[src/rtl/alu_pkg.sv]
package alu_pkg;

  typedef enum logic [4:0] {
    OP_NOP = 5'd0,  OP_ADC = 5'd1,  OP_SBC = 5'd2,  OP_AND = 5'd3,
    OP_ORA = 5'd4,  OP_EOR = 5'd5,  OP_ASL = 5'd6,  OP_LSR = 5'd7,
    OP_ROL = 5'd8,  OP_ROR = 5'd9,  OP_CPA = 5'd10, OP_CPX = 5'd11,
    OP_CPY = 5'd12, OP_INM = 5'd13, OP_DEM = 5'd14, OP_INX = 5'd15,
    OP_DEX = 5'd16, OP_ASR = 5'd17, OP_ARO = 5'd18, OP_AC7 = 5'd19,
    OP_MSX = 5'd20, OP_SLO = 5'd21, OP_SRX = 5'd22, OP_RLN = 5'd23,
    OP_RRD = 5'd24, OP_ISB = 5'd25, OP_DCM = 5'd26, OP_LDAX = 5'd27
  } alu_op_e;

  localparam logic [2:0] DST_NONE = 3'b000;
  localparam logic [2:0] DST_A    = 3'b001;
  localparam logic [2:0] DST_X    = 3'b010;
  localparam logic [2:0] DST_M    = 3'b100;

  typedef struct packed {
    logic n;
    logic v;
    logic z;
    logic c;
  } alu_flags_t;

endpackage

[src/rtl/alu_shift.sv]
module alu_shift #(
  parameter int W = 8
) (
  input  logic [W-1:0] din_i,
  input  logic         left_i,
  input  logic         rot_i,
  input  logic         cin_i,
  output logic [W-1:0] dout_o,
  output logic         cout_o
);
  logic fill;
  assign fill = rot_i & cin_i;

  always_comb begin
    if (left_i) begin
      dout_o = {din_i[W-2:0], fill};
      cout_o = din_i[W-1];
    end else begin
      dout_o = {fill, din_i[W-1:1]};
      cout_o = din_i[0];
    end
  end
endmodule

[src/rtl/alu_adder.sv]
module alu_adder #(
  parameter int W = 8
) (
  input  logic [W-1:0] a_i,
  input  logic [W-1:0] b_i,
  input  logic         cin_i,
  output logic [W-1:0] sum_o,
  output logic         cout_o,
  output logic         ovf_o
);
  localparam int MSB = W - 1;

  assign {cout_o, sum_o} = {1'b0, a_i} + {1'b0, b_i} + {{W{1'b0}}, cin_i};
  assign ovf_o = (a_i[MSB] == b_i[MSB]) && (sum_o[MSB] != a_i[MSB]);
endmodule

[src/rtl/alu_core.sv]
module alu_core
  import alu_pkg::*;
#(
  parameter int W = 8
) (
  input  logic [4:0]   op_i,
  input  logic [W-1:0] a_i,
  input  logic [W-1:0] x_i,
  input  logic [W-1:0] y_i,
  input  logic [W-1:0] m_i,
  input  alu_flags_t   fl_i,
  output logic [W-1:0] res_o,
  output logic [W-1:0] mem_o,
  output logic [2:0]   dest_o,
  output alu_flags_t   fl_o
);
  localparam int MSB = W - 1;
  localparam logic [W-1:0] ONE = {{(W-1){1'b0}}, 1'b1};

  alu_op_e op;
  assign op = alu_op_e'(op_i);

  logic [W-1:0] t_am, t_ax, m_inc, m_dec, x_inc, x_dec;
  assign t_am  = a_i & m_i;
  assign t_ax  = a_i & x_i;
  assign m_inc = m_i + ONE;
  assign m_dec = m_i - ONE;
  assign x_inc = x_i + ONE;
  assign x_dec = x_i - ONE;

  // shifter operand selection
  logic [W-1:0] sh_in, sh_out;
  logic         sh_left, sh_rot, sh_cout;

  always_comb begin
    sh_in   = m_i;
    sh_left = 1'b0;
    sh_rot  = 1'b0;
    unique case (op)
      OP_ASL, OP_SLO: sh_left = 1'b1;
      OP_ROL, OP_RLN: begin sh_left = 1'b1; sh_rot = 1'b1; end
      OP_ROR, OP_RRD: sh_rot = 1'b1;
      OP_ASR:         sh_in = t_am;
      OP_ARO:         begin sh_in = t_am; sh_rot = 1'b1; end
      default: ;
    endcase
  end

  alu_shift #(.W(W)) u_shift (
    .din_i (sh_in),
    .left_i(sh_left),
    .rot_i (sh_rot),
    .cin_i (fl_i.c),
    .dout_o(sh_out),
    .cout_o(sh_cout)
  );

  // adder operand selection
  logic [W-1:0] ad_a, ad_b, ad_sum;
  logic         ad_cin, ad_cout, ad_ovf;

  always_comb begin
    ad_a   = a_i;
    ad_b   = m_i;
    ad_cin = fl_i.c;
    unique case (op)
      OP_SBC:         ad_b = ~m_i;
      OP_ARO:         begin ad_a = t_am; ad_cin = 1'b0; end
      OP_RRD:         begin ad_b = sh_out; ad_cin = sh_cout; end
      OP_ISB:         ad_b = ~m_inc;
      OP_CPA:         begin ad_b = ~m_i; ad_cin = 1'b1; end
      OP_CPX:         begin ad_a = x_i; ad_b = ~m_i; ad_cin = 1'b1; end
      OP_CPY:         begin ad_a = y_i; ad_b = ~m_i; ad_cin = 1'b1; end
      OP_DCM:         begin ad_b = ~m_dec; ad_cin = 1'b1; end
      OP_MSX:         begin ad_a = t_ax; ad_b = ~m_i; ad_cin = 1'b1; end
      default: ;
    endcase
  end

  alu_adder #(.W(W)) u_add (
    .a_i   (ad_a),
    .b_i   (ad_b),
    .cin_i (ad_cin),
    .sum_o (ad_sum),
    .cout_o(ad_cout),
    .ovf_o (ad_ovf)
  );

  // result, destination and flag update
  logic [W-1:0] nz_src;
  logic         upd_nz;

  always_comb begin
    res_o  = '0;
    mem_o  = '0;
    dest_o = DST_NONE;
    fl_o   = fl_i;
    upd_nz = 1'b1;
    nz_src = '0;
    unique case (op)
      OP_ADC, OP_SBC: begin
        res_o = ad_sum; dest_o = DST_A;
        fl_o.c = ad_cout; fl_o.v = ad_ovf;
      end
      OP_AND: begin res_o = t_am;        dest_o = DST_A; end
      OP_ORA: begin res_o = a_i | m_i;   dest_o = DST_A; end
      OP_EOR: begin res_o = a_i ^ m_i;   dest_o = DST_A; end
      OP_ASL, OP_LSR, OP_ROL, OP_ROR: begin
        res_o = sh_out; mem_o = sh_out; dest_o = DST_M;
        fl_o.c = sh_cout;
      end
      OP_CPA, OP_CPX, OP_CPY: begin
        res_o = ad_sum; fl_o.c = ad_cout;
      end
      OP_INM: begin res_o = m_inc; mem_o = m_inc; dest_o = DST_M; end
      OP_DEM: begin res_o = m_dec; mem_o = m_dec; dest_o = DST_M; end
      OP_INX: begin res_o = x_inc; dest_o = DST_X; end
      OP_DEX: begin res_o = x_dec; dest_o = DST_X; end
      OP_ASR: begin res_o = sh_out; dest_o = DST_A; fl_o.c = sh_cout; end
      OP_ARO: begin
        res_o = sh_out; dest_o = DST_A;
        fl_o.c = sh_cout; fl_o.v = ad_ovf;
      end
      OP_AC7: begin res_o = t_am; dest_o = DST_A; fl_o.c = t_am[MSB]; end
      OP_MSX: begin
        res_o = ad_sum; dest_o = DST_X;
        fl_o.c = (a_i >= m_i);
      end
      OP_SLO: begin
        res_o = a_i | sh_out; mem_o = sh_out; dest_o = DST_A | DST_M;
        fl_o.c = sh_cout;
      end
      OP_SRX: begin
        res_o = a_i ^ sh_out; mem_o = sh_out; dest_o = DST_A | DST_M;
        fl_o.c = sh_cout;
      end
      OP_RLN: begin
        res_o = a_i & sh_out; mem_o = sh_out; dest_o = DST_A | DST_M;
        fl_o.c = sh_cout;
      end
      OP_RRD: begin
        res_o = ad_sum; mem_o = sh_out; dest_o = DST_A | DST_M;
        fl_o.c = ad_cout; fl_o.v = ad_ovf;
      end
      OP_ISB: begin
        res_o = ad_sum; mem_o = m_inc; dest_o = DST_A | DST_M;
        fl_o.c = ad_cout; fl_o.v = ad_ovf;
      end
      OP_DCM: begin
        res_o = m_dec; mem_o = m_dec; dest_o = DST_M;
        fl_o.c = ad_cout;
      end
      OP_LDAX: begin res_o = m_i; dest_o = DST_A | DST_X; end
      default: upd_nz = 1'b0;
    endcase

    // compare-type ops take N/Z from the difference, not the written byte
    nz_src = (op == OP_DCM) ? ad_sum : res_o;
    if (upd_nz) begin
      fl_o.z = (nz_src == '0);
      fl_o.n = nz_src[MSB];
    end
  end

endmodule

[src/rtl/alu_acc8.sv]
module alu_acc8
  import alu_pkg::*;
#(
  parameter int W = 8
) (
  input  logic         clk_i,
  input  logic         rst_ni,
  input  logic         exec_i,
  input  logic [4:0]   op_i,
  input  logic [W-1:0] acc_i,
  input  logic [W-1:0] x_i,
  input  logic [W-1:0] y_i,
  input  logic [W-1:0] opnd_i,
  input  logic [3:0]   flags_i,
  input  logic         dec_i,
  output logic [W-1:0] result_o,
  output logic [W-1:0] mem_o,
  output logic [2:0]   dest_o,
  output logic [3:0]   flags_o
);
  localparam int WE = W + 1;

  // decimal mode has no arithmetic effect
  logic unused_dec;
  assign unused_dec = dec_i;

  logic [W-1:0] res_n, mem_n;
  logic [2:0]   dest_n;
  alu_flags_t   fl_n;

  alu_core #(.W(W)) u_core (
    .op_i  (op_i),
    .a_i   (acc_i),
    .x_i   (x_i),
    .y_i   (y_i),
    .m_i   (opnd_i),
    .fl_i  (alu_flags_t'(flags_i)),
    .res_o (res_n),
    .mem_o (mem_n),
    .dest_o(dest_n),
    .fl_o  (fl_n)
  );

  always_ff @(posedge clk_i or negedge rst_ni) begin
    if (!rst_ni) begin
      result_o <= '0;
      mem_o    <= '0;
      dest_o   <= '0;
      flags_o  <= '0;
    end else begin
      dest_o <= exec_i ? dest_n : 3'b000;
      if (exec_i) begin
        result_o <= res_n;
        mem_o    <= mem_n;
        flags_o  <= fl_n;
      end
    end
  end

  p_idle_dest_r13: assert property (@(posedge clk_i) disable iff (!rst_ni)
    $past(!exec_i) |-> (dest_o == 3'b000));

  p_idle_hold_r13: assert property (@(posedge clk_i) disable iff (!rst_ni)
    $past(!exec_i) |-> ($stable(result_o) && $stable(flags_o) && $stable(mem_o)));

  p_no_x_and_mem_r13: assert property (@(posedge clk_i) disable iff (!rst_ni)
    !(dest_o[1] && dest_o[2]));

  p_add_sum_r1: assert property (@(posedge clk_i) disable iff (!rst_ni)
    $past(exec_i && (op_i == OP_ADC)) |->
      ({flags_o[0], result_o} ==
       $past({1'b0, acc_i} + {1'b0, opnd_i} + WE'(flags_i[0]))));

  p_logic_keeps_cv_r2: assert property (@(posedge clk_i) disable iff (!rst_ni)
    $past(exec_i && ((op_i == OP_AND) || (op_i == OP_ORA) || (op_i == OP_EOR))) |->
      ((flags_o[0] == $past(flags_i[0])) && (flags_o[2] == $past(flags_i[2]))));

  p_cmp_no_dest_r4: assert property (@(posedge clk_i) disable iff (!rst_ni)
    $past(exec_i && ((op_i == OP_CPA) || (op_i == OP_CPX) || (op_i == OP_CPY))) |->
      (dest_o == 3'b000));

  p_load_both_r11: assert property (@(posedge clk_i) disable iff (!rst_ni)
    $past(exec_i && (op_i == OP_LDAX)) |->
      ((dest_o == 3'b011) && (result_o == $past(opnd_i))));

  p_masked_sub_x_r8: assert property (@(posedge clk_i) disable iff (!rst_ni)
    $past(exec_i && (op_i == OP_MSX)) |->
      ((dest_o == 3'b010) && (flags_o[0] == $past(acc_i >= opnd_i))));

endmodule

[config.mk]
export PLATFORM = sky130hd
export DESIGN_NAME = alu_acc8
export DESIGN_NICKNAME = d
export VERILOG_FILES = /design/src/rtl/alu_pkg.sv /design/src/rtl/alu_shift.sv /design/src/rtl/alu_adder.sv /design/src/rtl/alu_core.sv /design/src/rtl/alu_acc8.sv
export SDC_FILE = /design/constraint.sdc
export NUM_CORES = 1
export LEC_CHECK = 0
export BUFFER_PORTS_ARGS = -buffer_cell sky130_fd_sc_hd__buf_2
export CAP_MARGIN = 0
export CORE_MARGIN = 5
export CORE_UTILIZATION = 44
export DETAILED_ROUTE_END_ITERATION = 12
export GPL_TIMING_DRIVEN = 0
export PLACE_DENSITY = 0.66
export SLEW_MARGIN = 10
export SYNTH_ARGS = -nofsm -noshare
export SYNTH_HDL_FRONTEND = slang
export SYNTH_SLANG_ARGS = --single-unit
[constraint.sdc]
create_clock -name clk_i -period 0.9 [get_ports clk_i]
set_clock_uncertainty 0.05 [all_clocks]
set_input_delay 0.135 -clock clk_i [delete_from_list [all_inputs] [get_ports clk_i]]
set_output_delay 0.135 -clock clk_i [all_outputs]
set_load 0.01 [all_outputs]
==> flow_metrics.py <==
metrics = {
    "outcome": {
        "status": "complete, but fails checks",
        "violations": "negative setup slack",
    },
    "final_layout": {
        "nets": 879,
        "final_cells": 939,
        "drive_above_1_share_pct": 39.30,
        "antenna_cells": 0,
        "synthToLayoutAreaGrowth_pct": 47.22,
    },
    "place": {
        "dp_cells": 859,
        "port-buffer-count": 62,
        "gp_congestion": 1.008,
        "place_hpwl_um": 17730,
        "dpl_worst_slack_ns": -4.007,
    },
    "sta": {
        "worstMarginPinSlew_ns": 1.090,
        "finalSetupViolations": 46,
        "rsz0062_at_grt": "yes",
        "hold_ws_ns": 0.1165,
        "worst_slack_ns": -2.913,
        "min_period_over_period_pct": 423.7,
        "final.min_clock_period_ns": 3.813,
        "relSlewSlack_pct": 26.92,
        "slew_viol_final": 0,
        "hold_viol_final": 0,
        "max_freq_ghz": 0.2623,
    },
    "floorplanning": {
        "rows": 38,
        "ios": 68,
        "die_width_um": 113.8,
        "die_y_um": 113.8,
        "dieArea_um2": 12960,
        "coreArea_um2": 10700,
        "initial_utilization_pct": 44.34,
    },
    "logic_synthesis": {
        "synth_top_area_share_pct": 12.13,
        "synthTopCellsByCount": "nand2_1 (68), a21oi_1 (63), nor2_1 (62)",
        "yosysWarnings": 0,
        "syn-cell-area_um2": 4743,
        "synth.yosys.seq_area_share_pct": 12.13,
        "synth_area_leaders": "dfrtp_1 (12%), ha_1 (8.2%), a21oi_1 (6.6%), nand2_1 (5.4%), nor2_1 (4.9%)",
        "syn_nets": 736,
        "async_reset_ff_share_pct": 100.0,
        "synthCells": 657,
        "synth_top_area_cell": "dfrtp_1",
        "synth.most_common_cell": "nand2_1",
        "synth_edf_count": 0,
        "yosys_most_used_dff": "dfrtp_1",
        "synth.distinct_cells": 90,
        "yosys_register_bits": 23,
        "syn_avg_cell_area_um2": 7.220,
    },
    "clock_network": {
        "clkLatencyLatePin_ns": 0.26,
        "clk_path_buf_depth": 2,
        "cts_buffers": 3,
        "h-tree-depth": 1,
        "cts_root_buf": "clkbuf_8",
        "cts.sinks": 23,
        "path_clk_slew_ns": 0.07,
        "tritoncts": "done",
    },
    "setup_path": {
        "cp.required_ns": 1.05,
        "worstSetupEndpointType": "flip-flop",
        "cp-start-kind": "input port",
        "path_max_fanout": 10,
        "crit_type": "in2reg",
        "reg2reg_depth": 4,
        "worstPathArrival_ns": 3.96,
    },
    "power_and_ir_drop": {
        "p_sw_share_pct": 45.64,
        "powerDensity_nw_per_um2": 911.0,
        "p_comb_share_pct": 70.9,
        "seq_power_share_pct": 19.3,
        "p_leak_nw": 2.930,
        "p_int_mw": 3.458,
        "total_power_mw": 6.362,
        "clkPwrFrac_pct": 9.8,
        "switchingPower_mw": 2.904,
        "ir_drop_v": 0.0009346,
    },
    "route": {
        "vias_per_cell": 6.785,
        "avgRoutedWirePerCell_um": 25.67,
        "drc_errors": 0,
        "ant_nets": 0,
        "drtIter0Drc": 1064,
        "drt-pass1-iter-count": 7,
        "routed_wirelength_um": 24100,
        "via_count": 6371,
    },
    "global_route": {
        "track_usage_pct": 35.40,
        "grt_max_degree": 24,
        "antenna_found_initial": 0,
        "grt_pass1_wl_um": 35360,
        "grt_pass1_vias": 6100,
        "grt-ovfl-total": 0,
    },
    "worst_hold_path": {
        "hold_path_depth": 3,
        "hold_path.class": "in2reg",
    },
    "run": {
        "maxCapViolCount": 0,
    },
}
[final timing paths]
path | start | endpoint | slack [ns]
setup / recovery | op_i[0] | flags_o[1]$_DFFE_PN0P_ | -2.91
hold / removal | flags_i[3] | flags_o[3]$_DFFE_PN0P_ | 0.12
setup reg to reg | flags_o[3]$_DFFE_PN0P_ | flags_o[3]$_DFFE_PN0P_ | -0.03
hold reg to reg | result_o[6]$_DFFE_PN0P_ | result_o[6]$_DFFE_PN0P_ | 0.46
max in group asynchronous | rst_ni | result_o[0]$_DFFE_PN0P_ | 0.16
min in group asynchronous | rst_ni | result_o[7]$_DFFE_PN0P_ | 0.32
[layout make-up]
cell class,instances,area (um2)
Buffer,45,525.5
Clock buffer,3,41.29
Clock inverter,1,5.005
Fill cell,926,3715
Inverter,29,133.9
Multi-Input combinational cell,557,4502
Sequential cell,23,575.6
Tap cell,140,175.2
Timing Repair Buffer,141,1025
[stage by stage]
step | utilization (%) | area (um2) | setup TNS (ns)
after floorplan | - | 4943 | -32.70
after global placement | 50.75 | 5429 | -51.89
after detailed placement | 50.75 | 5429 | -52.55
after CTS | 61.44 | 6573 | -35.44
after global routing | 65.27 | 6983 | -39.86
final | 65.27 | 6983 | -37.45
[what timing repair did]
action,in CTS,in global routing
resized for setup,138,63
gates cloned,1,0
pin swaps,44,41
hold buffers,1,0
setup endpoints to repair,46,46
endpoints found under the hold margin,23,0
buffers inserted,58,19
[registers in the layout (all words and copies together), names as in the netlist]
| register | count |
|---|---|
| dest_o | 3 |
| flags_o | 4 |
| mem_o | 8 |
| result_o | 8 |
[worst max-delay path, stage by stage]
cell and delay, ns:
buf_6 0.10, buf_8 0.14, buf_6 0.16, xnor2_1 0.17
nand3_1 0.17, a21boi_4 0.29, o21ai_4 0.11, o21ai_1 0.14
nand2_1 0.06, o211ai_1 0.13, fa_2 0.31, inv_2 0.05
fa_2 0.40, buf_4 0.15, xor2_1 0.19, nand2b_1 0.15
nand4_1 0.20, a211oi_4 0.32, nand3_1 0.15, o21ai_2 0.21
o2111a_1 0.21
[placed cells by master, fill, tap and decap left out, types with 9 or more instances in the layout]
cell type	instances
inv_1	21
xnor2_1	15
dfrtp_1	23
o21ai_1	9
o21ai_0	32
o22ai_1	9
nand2_1	62
clkbuf_1	10
a21oi_1	47
a222oi_1	11
nand3_1	15
buf_6	19
buf_2	55
buf_4	69
nor2_1	49
a21o_1	10
buf_8	13
a21oi_2	12
ha_1	28
[power groups by stage]
stage          registers (mW)  clock network [mW]  logic (mW)
2_1_floorplan            1.31                   0        2.00
3_3_place_gp             1.24                   0        3.11
3_5_place_dp             1.24                   0        3.15
4_1_cts                  1.22               0.633        3.91
5_1_grt                  1.24               0.672        4.72
6_report                 1.23               0.626        4.51
[kinds of logic after synthesis]
kind of cell / after synthesis / synth area share [%]
AO/OA/AOI/OAI: 260 / 38.91
AND/OR/NAND/NOR: 229 / 24.80
buffers and inverters: 77 / 8.177
adder cells (fa/ha/maj): 34 / 9.443
XOR/XNOR: 27 / 4.986
flip-flops: 23 / 12.13
multiplexers: 7 / 1.556
[layer usage]
layer	global-route usage [%]	part of all wire (%)	vias to the layer above	routed length, um
li1	-	-	2766	-
met1	45.43	38	2977	9113
met2	57.32	45	503	10800
met3	9.019	12	125	2908
met4	13.30	5.3	0	1278
met5	0	0	-	0
Power figures use the tool's default switching activity.
